<file path="src/rtl/cexp_pkg.sv">
`timescale 1ns/1ps
package cexp_pkg;
  localparam int HALF_W = 16;
  localparam int INSTR_W = 32;

  localparam logic [6:0] OP_LOAD  = 7'b0000011;
  localparam logic [6:0] OP_STORE = 7'b0100011;
  localparam logic [6:0] OP_JAL   = 7'b1101111;
  localparam logic [6:0] OP_IMMW  = 7'b0011011;
  localparam logic [6:0] OP_REGW  = 7'b0111011;
  localparam logic [2:0] F3_DBL   = 3'b011;
  localparam logic [4:0] REG_RA   = 5'd1;
  localparam logic [4:0] REG_SP   = 5'd2;

  // one strobe per expansion form, ordered MSB first
  typedef struct packed {
    logic ld;
    logic sd;
    logic ldsp;
    logic sdsp;
    logic jal;
    logic addiw;
    logic subw;
    logic addw;
  } cexp_sel_t;

  localparam int NUM_FORMS = $bits(cexp_sel_t);

  function automatic logic [4:0] primeReg(input logic [2:0] r);
    return {2'b01, r};
  endfunction

  function automatic logic [31:0] packI(input logic [11:0] imm, input logic [4:0] rs1,
                                        input logic [2:0] f3, input logic [4:0] rd,
                                        input logic [6:0] op);
    return {imm, rs1, f3, rd, op};
  endfunction

  function automatic logic [31:0] packS(input logic [11:0] imm, input logic [4:0] rs2,
                                        input logic [4:0] rs1, input logic [2:0] f3,
                                        input logic [6:0] op);
    return {imm[11:5], rs2, rs1, f3, imm[4:0], op};
  endfunction

  function automatic logic [31:0] packR(input logic [6:0] f7, input logic [4:0] rs2,
                                        input logic [4:0] rs1, input logic [4:0] rd,
                                        input logic [6:0] op);
    return {f7, rs2, rs1, 3'b000, rd, op};
  endfunction

  function automatic logic [31:0] packJ(input logic [20:0] imm, input logic [4:0] rd,
                                        input logic [6:0] op);
    return {imm[20], imm[10:1], imm[11], imm[19:12], rd, op};
  endfunction
endpackage

</file>
<file path="src/rtl/cexp_ctrl.sv">
`timescale 1ns/1ps
module cexp_ctrl
  import cexp_pkg::*;
#(
  parameter int XLEN = 64
) (
  input  logic      inValid,
  input  logic [5:0] funcHi,   // half-word bits [15:10]
  input  logic [4:0] rdField,  // half-word bits [11:7]
  input  logic [1:0] midSel,   // half-word bits [6:5]
  input  logic [1:0] quad,     // half-word bits [1:0]
  output cexp_sel_t sel,
  output logic      illegal
);
  localparam bit IS64 = (XLEN == 64);

  logic [2:0] f3;
  logic rawLd, rawSd, rawLdsp, rawSdsp, rawShared, rawArithW;
  cexp_sel_t hit;

  assign f3 = funcHi[5:3];

  always_comb begin
    rawLd     = (quad == 2'b00) && (f3 == 3'b011);
    rawSd     = (quad == 2'b00) && (f3 == 3'b111);
    rawLdsp   = (quad == 2'b10) && (f3 == 3'b011);
    rawSdsp   = (quad == 2'b10) && (f3 == 3'b111);
    rawShared = (quad == 2'b01) && (f3 == 3'b001);
    rawArithW = (quad == 2'b01) && (funcHi == 6'b100111);
  end

  generate
    if (IS64) begin : g_wide
      always_comb begin
        hit       = '0;
        hit.ld    = rawLd;
        hit.sd    = rawSd;
        hit.ldsp  = rawLdsp && (rdField != 5'd0);
        hit.sdsp  = rawSdsp;
        hit.addiw = rawShared && (rdField != 5'd0);
        hit.subw  = rawArithW && (midSel == 2'b00);
        hit.addw  = rawArithW && (midSel == 2'b01);
      end
    end else begin : g_narrow
      always_comb begin
        hit     = '0;
        hit.jal = rawShared;
      end
    end
  endgenerate

  assign sel     = inValid ? hit : '0;
  assign illegal = inValid && (hit == '0);
endmodule

</file>
<file path="src/rtl/cexp_datapath.sv">
`timescale 1ns/1ps
module cexp_datapath
  import cexp_pkg::*;
(
  input  logic [12:2]  hw,   // half-word bits [12:2]
  input  cexp_sel_t    sel,
  output logic [INSTR_W-1:0] instr
);
  logic [4:0]  rdFull, rs2Full, rdPrime, rs1Prime;
  logic [11:0] ldOff, ldspOff, sdspOff, addiwImm;
  logic [20:0] jalImm;
  logic [INSTR_W-1:0] cand [NUM_FORMS];
  logic [NUM_FORMS-1:0] selVec;

  assign rdFull   = hw[11:7];
  assign rs2Full  = hw[6:2];
  assign rdPrime  = primeReg(hw[4:2]);
  assign rs1Prime = primeReg(hw[9:7]);

  assign ldOff    = {4'b0, hw[6:5], hw[12:10], 3'b000};
  assign ldspOff  = {3'b0, hw[4:2], hw[12], hw[6:5], 3'b000};
  assign sdspOff  = {3'b0, hw[9:7], hw[12:10], 3'b000};
  assign addiwImm = {{6{hw[12]}}, hw[12], hw[6:2]};
  assign jalImm   = {{9{hw[12]}}, hw[12], hw[8], hw[10:9], hw[6], hw[7], hw[2],
                     hw[11], hw[5:3], 1'b0};

  // candidates indexed to match the packed struct bit order
  assign cand[7] = packI(ldOff, rs1Prime, F3_DBL, rdPrime, OP_LOAD);
  assign cand[6] = packS(ldOff, rdPrime, rs1Prime, F3_DBL, OP_STORE);
  assign cand[5] = packI(ldspOff, REG_SP, F3_DBL, rdFull, OP_LOAD);
  assign cand[4] = packS(sdspOff, rs2Full, REG_SP, F3_DBL, OP_STORE);
  assign cand[3] = packJ(jalImm, REG_RA, OP_JAL);
  assign cand[2] = packI(addiwImm, rdFull, 3'b000, rdFull, OP_IMMW);
  assign cand[1] = packR(7'b0100000, rdPrime, rs1Prime, rs1Prime, OP_REGW);
  assign cand[0] = packR(7'b0000000, rdPrime, rs1Prime, rs1Prime, OP_REGW);

  assign selVec = sel;

  always_comb begin
    instr = '0;
    for (int i = 0; i < NUM_FORMS; i++) begin
      instr = instr | (cand[i] & {INSTR_W{selVec[i]}});
    end
  end
endmodule

</file>
<file path="src/rtl/cexp_expander.sv">
`timescale 1ns/1ps
module cexp_expander
  import cexp_pkg::*;
#(
  parameter int XLEN = 64
) (
  input  logic [15:0] halfWord,
  input  logic        inValid,
  output logic [31:0] instr,
  output logic        illegal,
  output logic        outValid
);
  cexp_sel_t sel;

  cexp_ctrl #(.XLEN(XLEN)) u_ctrl (
    .inValid (inValid),
    .funcHi  (halfWord[15:10]),
    .rdField (halfWord[11:7]),
    .midSel  (halfWord[6:5]),
    .quad    (halfWord[1:0]),
    .sel     (sel),
    .illegal (illegal)
  );

  cexp_datapath u_dp (
    .hw    (halfWord[12:2]),
    .sel   (sel),
    .instr (instr)
  );

  assign outValid = inValid;
endmodule

</file>
<file path="config.mk">
export PLATFORM = sky130hd
export DESIGN_NAME = cexp_expander
export DESIGN_NICKNAME = d
export VERILOG_FILES = /design/src/rtl/cexp_pkg.sv /design/src/rtl/cexp_ctrl.sv /design/src/rtl/cexp_datapath.sv /design/src/rtl/cexp_expander.sv
export SDC_FILE = /design/constraint.sdc
export NUM_CORES = 1
export LEC_CHECK = 0
export ABC_AREA = 1
export BUFFER_PORTS_ARGS = -buffer_cell sky130_fd_sc_hd__buf_2
export CAP_MARGIN = 10
export CELL_PAD_IN_SITES_DETAIL_PLACEMENT = 0
export CELL_PAD_IN_SITES_GLOBAL_PLACEMENT = 2
export CORE_UTILIZATION = 17
export DETAILED_ROUTE_END_ITERATION = 10
export MAX_ROUTING_LAYER = met4
export PLACE_DENSITY_LB_ADDON = 0.3
export SETUP_SLACK_MARGIN = 0.2
export SKIP_LAST_GASP = 1
export SLEW_MARGIN = 10
export SYNTH_ARGS = -nofsm -noshare
export SYNTH_HDL_FRONTEND = slang
export SYNTH_SLANG_ARGS = --single-unit
</file>
<file path="constraint.sdc">
create_clock -name vclk -period 1.63
set_clock_uncertainty 0.2 [all_clocks]
set_input_delay 0.326 -clock vclk [all_inputs]
set_output_delay 0.326 -clock vclk [all_outputs]
set_load 0.01 [all_outputs]
</file>
==> metrics.yaml <==
run_status:
  status: "finished, violations left"
  violations: "setup timing"
yosys:
  synth_cell_type_count: 19
  yosys.area.top_type: "nand2_1"
  synthTopCellsByCount: "48 x nand2_1, 19 x inv_1, 9 x buf_4"
  synthesis.area_um2: 618
  synthCells: 120
  ys_top_cells_by_area: "nand2_1 29%, inv_1 12%, nand3_2 11%"
  yosys.cell_count.top_type: "nand2_1"
  synth_top_area_frac: 0.291
  synth-seq-area-share: 0
  syn_area_per_cell_um2: 5.15
  yosysWarnings: 0
grt:
  antenna_found_initial: 0
  grt.busiest_layer: "met2"
  grt_pass1_vias: 862
  use_met3: 0
  grt_first_pass_wirelength_um: 3960
  met1_usage: 0.173
  track_usage: 0.128
  overflow: 0
  grtUsageMet2: 0.227
  grt_max_degree: 9
power_and_ir_drop:
  switching_power_mw: 0.121
  p_clk_frac: 0
  p_leak_nw: 0.869
  seq_power_share: 0
  p_per_area_nw_per_um2: 165
  p_sw_frac: 0.501
  peakVddDrop_uv: 113
  p_int_mw: 0.120
  finalPower_mw: 0.241
  combPwrFrac: 1.000
routing:
  via_per_inst: 4.04
  num_vias: 937
  drt_wl_total_um: 2360
  wl_per_cell_um: 10.2
  drt_iter0_markers: 15
  ant_nets: 0
  drc: 0
  first_pass_iters: 4
finish:
  fin_cells: 232
  drive_gt1_frac: 0.694
  area_growth_pct: 137
  diodes: 0
  multi_input_area_um2: 681
  fillers: 371
  nets: 205
  register_area_um2: 0
  seq_cells: 0
  nClkBuffers: 0
floorplan:
  core.rowCount: 21
  start_util: 0.181
  die_w_um: 62.3
  die_y_um: 62.3
  core_um2: 3420
  die_area_um2: 3880
  ios: 51
place:
  dp_hpwl_um: 1980
  gp_congestion: 0.812
  io_buffers: 48
  dp_cells: 224
job:
  drv_cap: 0
setup_path:
  worstPathRequired_ns: 1.10
  cp_max_fo: 8
  crit_top_cell: "nand3_4"
  startpoint_type: "input port"
  path_class: "input port to output port"
  arrival_ns: 1.29
  slowest_stage: "nand3_4"
  cpPeakStageDelay_ns: 0.18
  crit_path_cell_trace: "buf_8, nor2_4, nand3_4, nand3_4, inv_2, nand2_4, nand4_1, buf_2"
  end_kind: "output port"
hold_path:
  min_path_type: "input port to output port"
  hold-path-cell-count: 2
sta:
  period_needed_ns: 1.82
  timing.final.ws_setup_ns: -0.187
  fmax_ghz: 0.550
  hold_viol_final: 0
  fin_crit_sh: 1.11
  rsz0062_at_grt: "yes"
  setup_viol: 30
  drv_slew: 0
  whs_ns: 0.730
cts:
  hold_buffers: 0
[cell families after synthesis]
logic type | after synthesis | synth area share
buffers and inverters | 31 | 0.243
other | 1 | 0.00607
and+or+nand+nor | 83 | 0.694
AOI/OAI and AO/OA | 5 | 0.0567
[per-layer routing]
metal,vias up,part of all wire
met5,-,0
met4,0,0
met3,0,0.025
met2,28,0.51
met1,411,0.46
li1,498,-
[cells in the final DEF (no fill, tap or decap)]
master	instances
nand2_1	34
buf_2	27
buf_6	22
buf_4	17
nand2_2	12
inv_2	11
nor2_4	8
inv_1	7
nand3_4	6
nand2_4	5
nand3_2	4
nand3_1	4
buf_12	4
inv_4	3
nand4_4	3
nor2_1	3
nand4_1	3
conb_1	3
buf_8	2
inv_16	1
nor2_2	1
nor3_4	1
a21oi_2	1
o211ai_1	1
a21oi_1	1
o311ai_1	1
o21ai_2	1
[worst max-delay path: cells and delay by family]
kind	cells	cell delay, ns
buffers and inverters	3	0.32
AND/OR/NAND/NOR	5	0.63
[power groups by stage]
stage                     registers, mW  clock network [mW]  logic [mW]
after floorplan                       0                   0      0.0943
after global placement                0                   0       0.184
after detailed placement              0                   0       0.185
after CTS                             0                   0       0.229
after global routing                  0                   0       0.260
final                                 0                   0       0.241
[layout make-up]
| cell class | instances | area share |
|---|---|---|
| Inverter | 22 | 0.0726 |
| Multi-Input combinational cell | 92 | 0.465 |
| Timing Repair Buffer | 72 | 0.424 |
| Tap cell | 46 | 0.0393 |
[final timing paths]
path / end / start
max: instr[26] / halfWord[10]
min: outValid / inValid
[through the flow]
step / cell area, um2 / setup TNS [ns] / utilization / setup slack, ns
2_1_floorplan: 800 / 0 / - / 0.00480
3_3_place_gp: 1160 / -7.41 / 0.339 / -0.310
3_5_place_dp: 1160 / -7.99 / 0.339 / -0.342
4_1_cts: 1390 / -4.02 / 0.408 / -0.207
5_1_grt: 1470 / -6.19 / 0.429 / -0.256
6_report: 1470 / -4.07 / 0.429 / -0.187
[what timing repair did]
| action | CTS | global route |
|---|---|---|
| buffers inserted | 3 | 4 |
| gates cloned | 1 | 0 |
| setup endpoints to repair | 30 | 30 |
| resized for setup | 46 | 14 |
| pin swaps | 26 | 17 |
No activity file was read; power rests on OpenSTA's default activity.
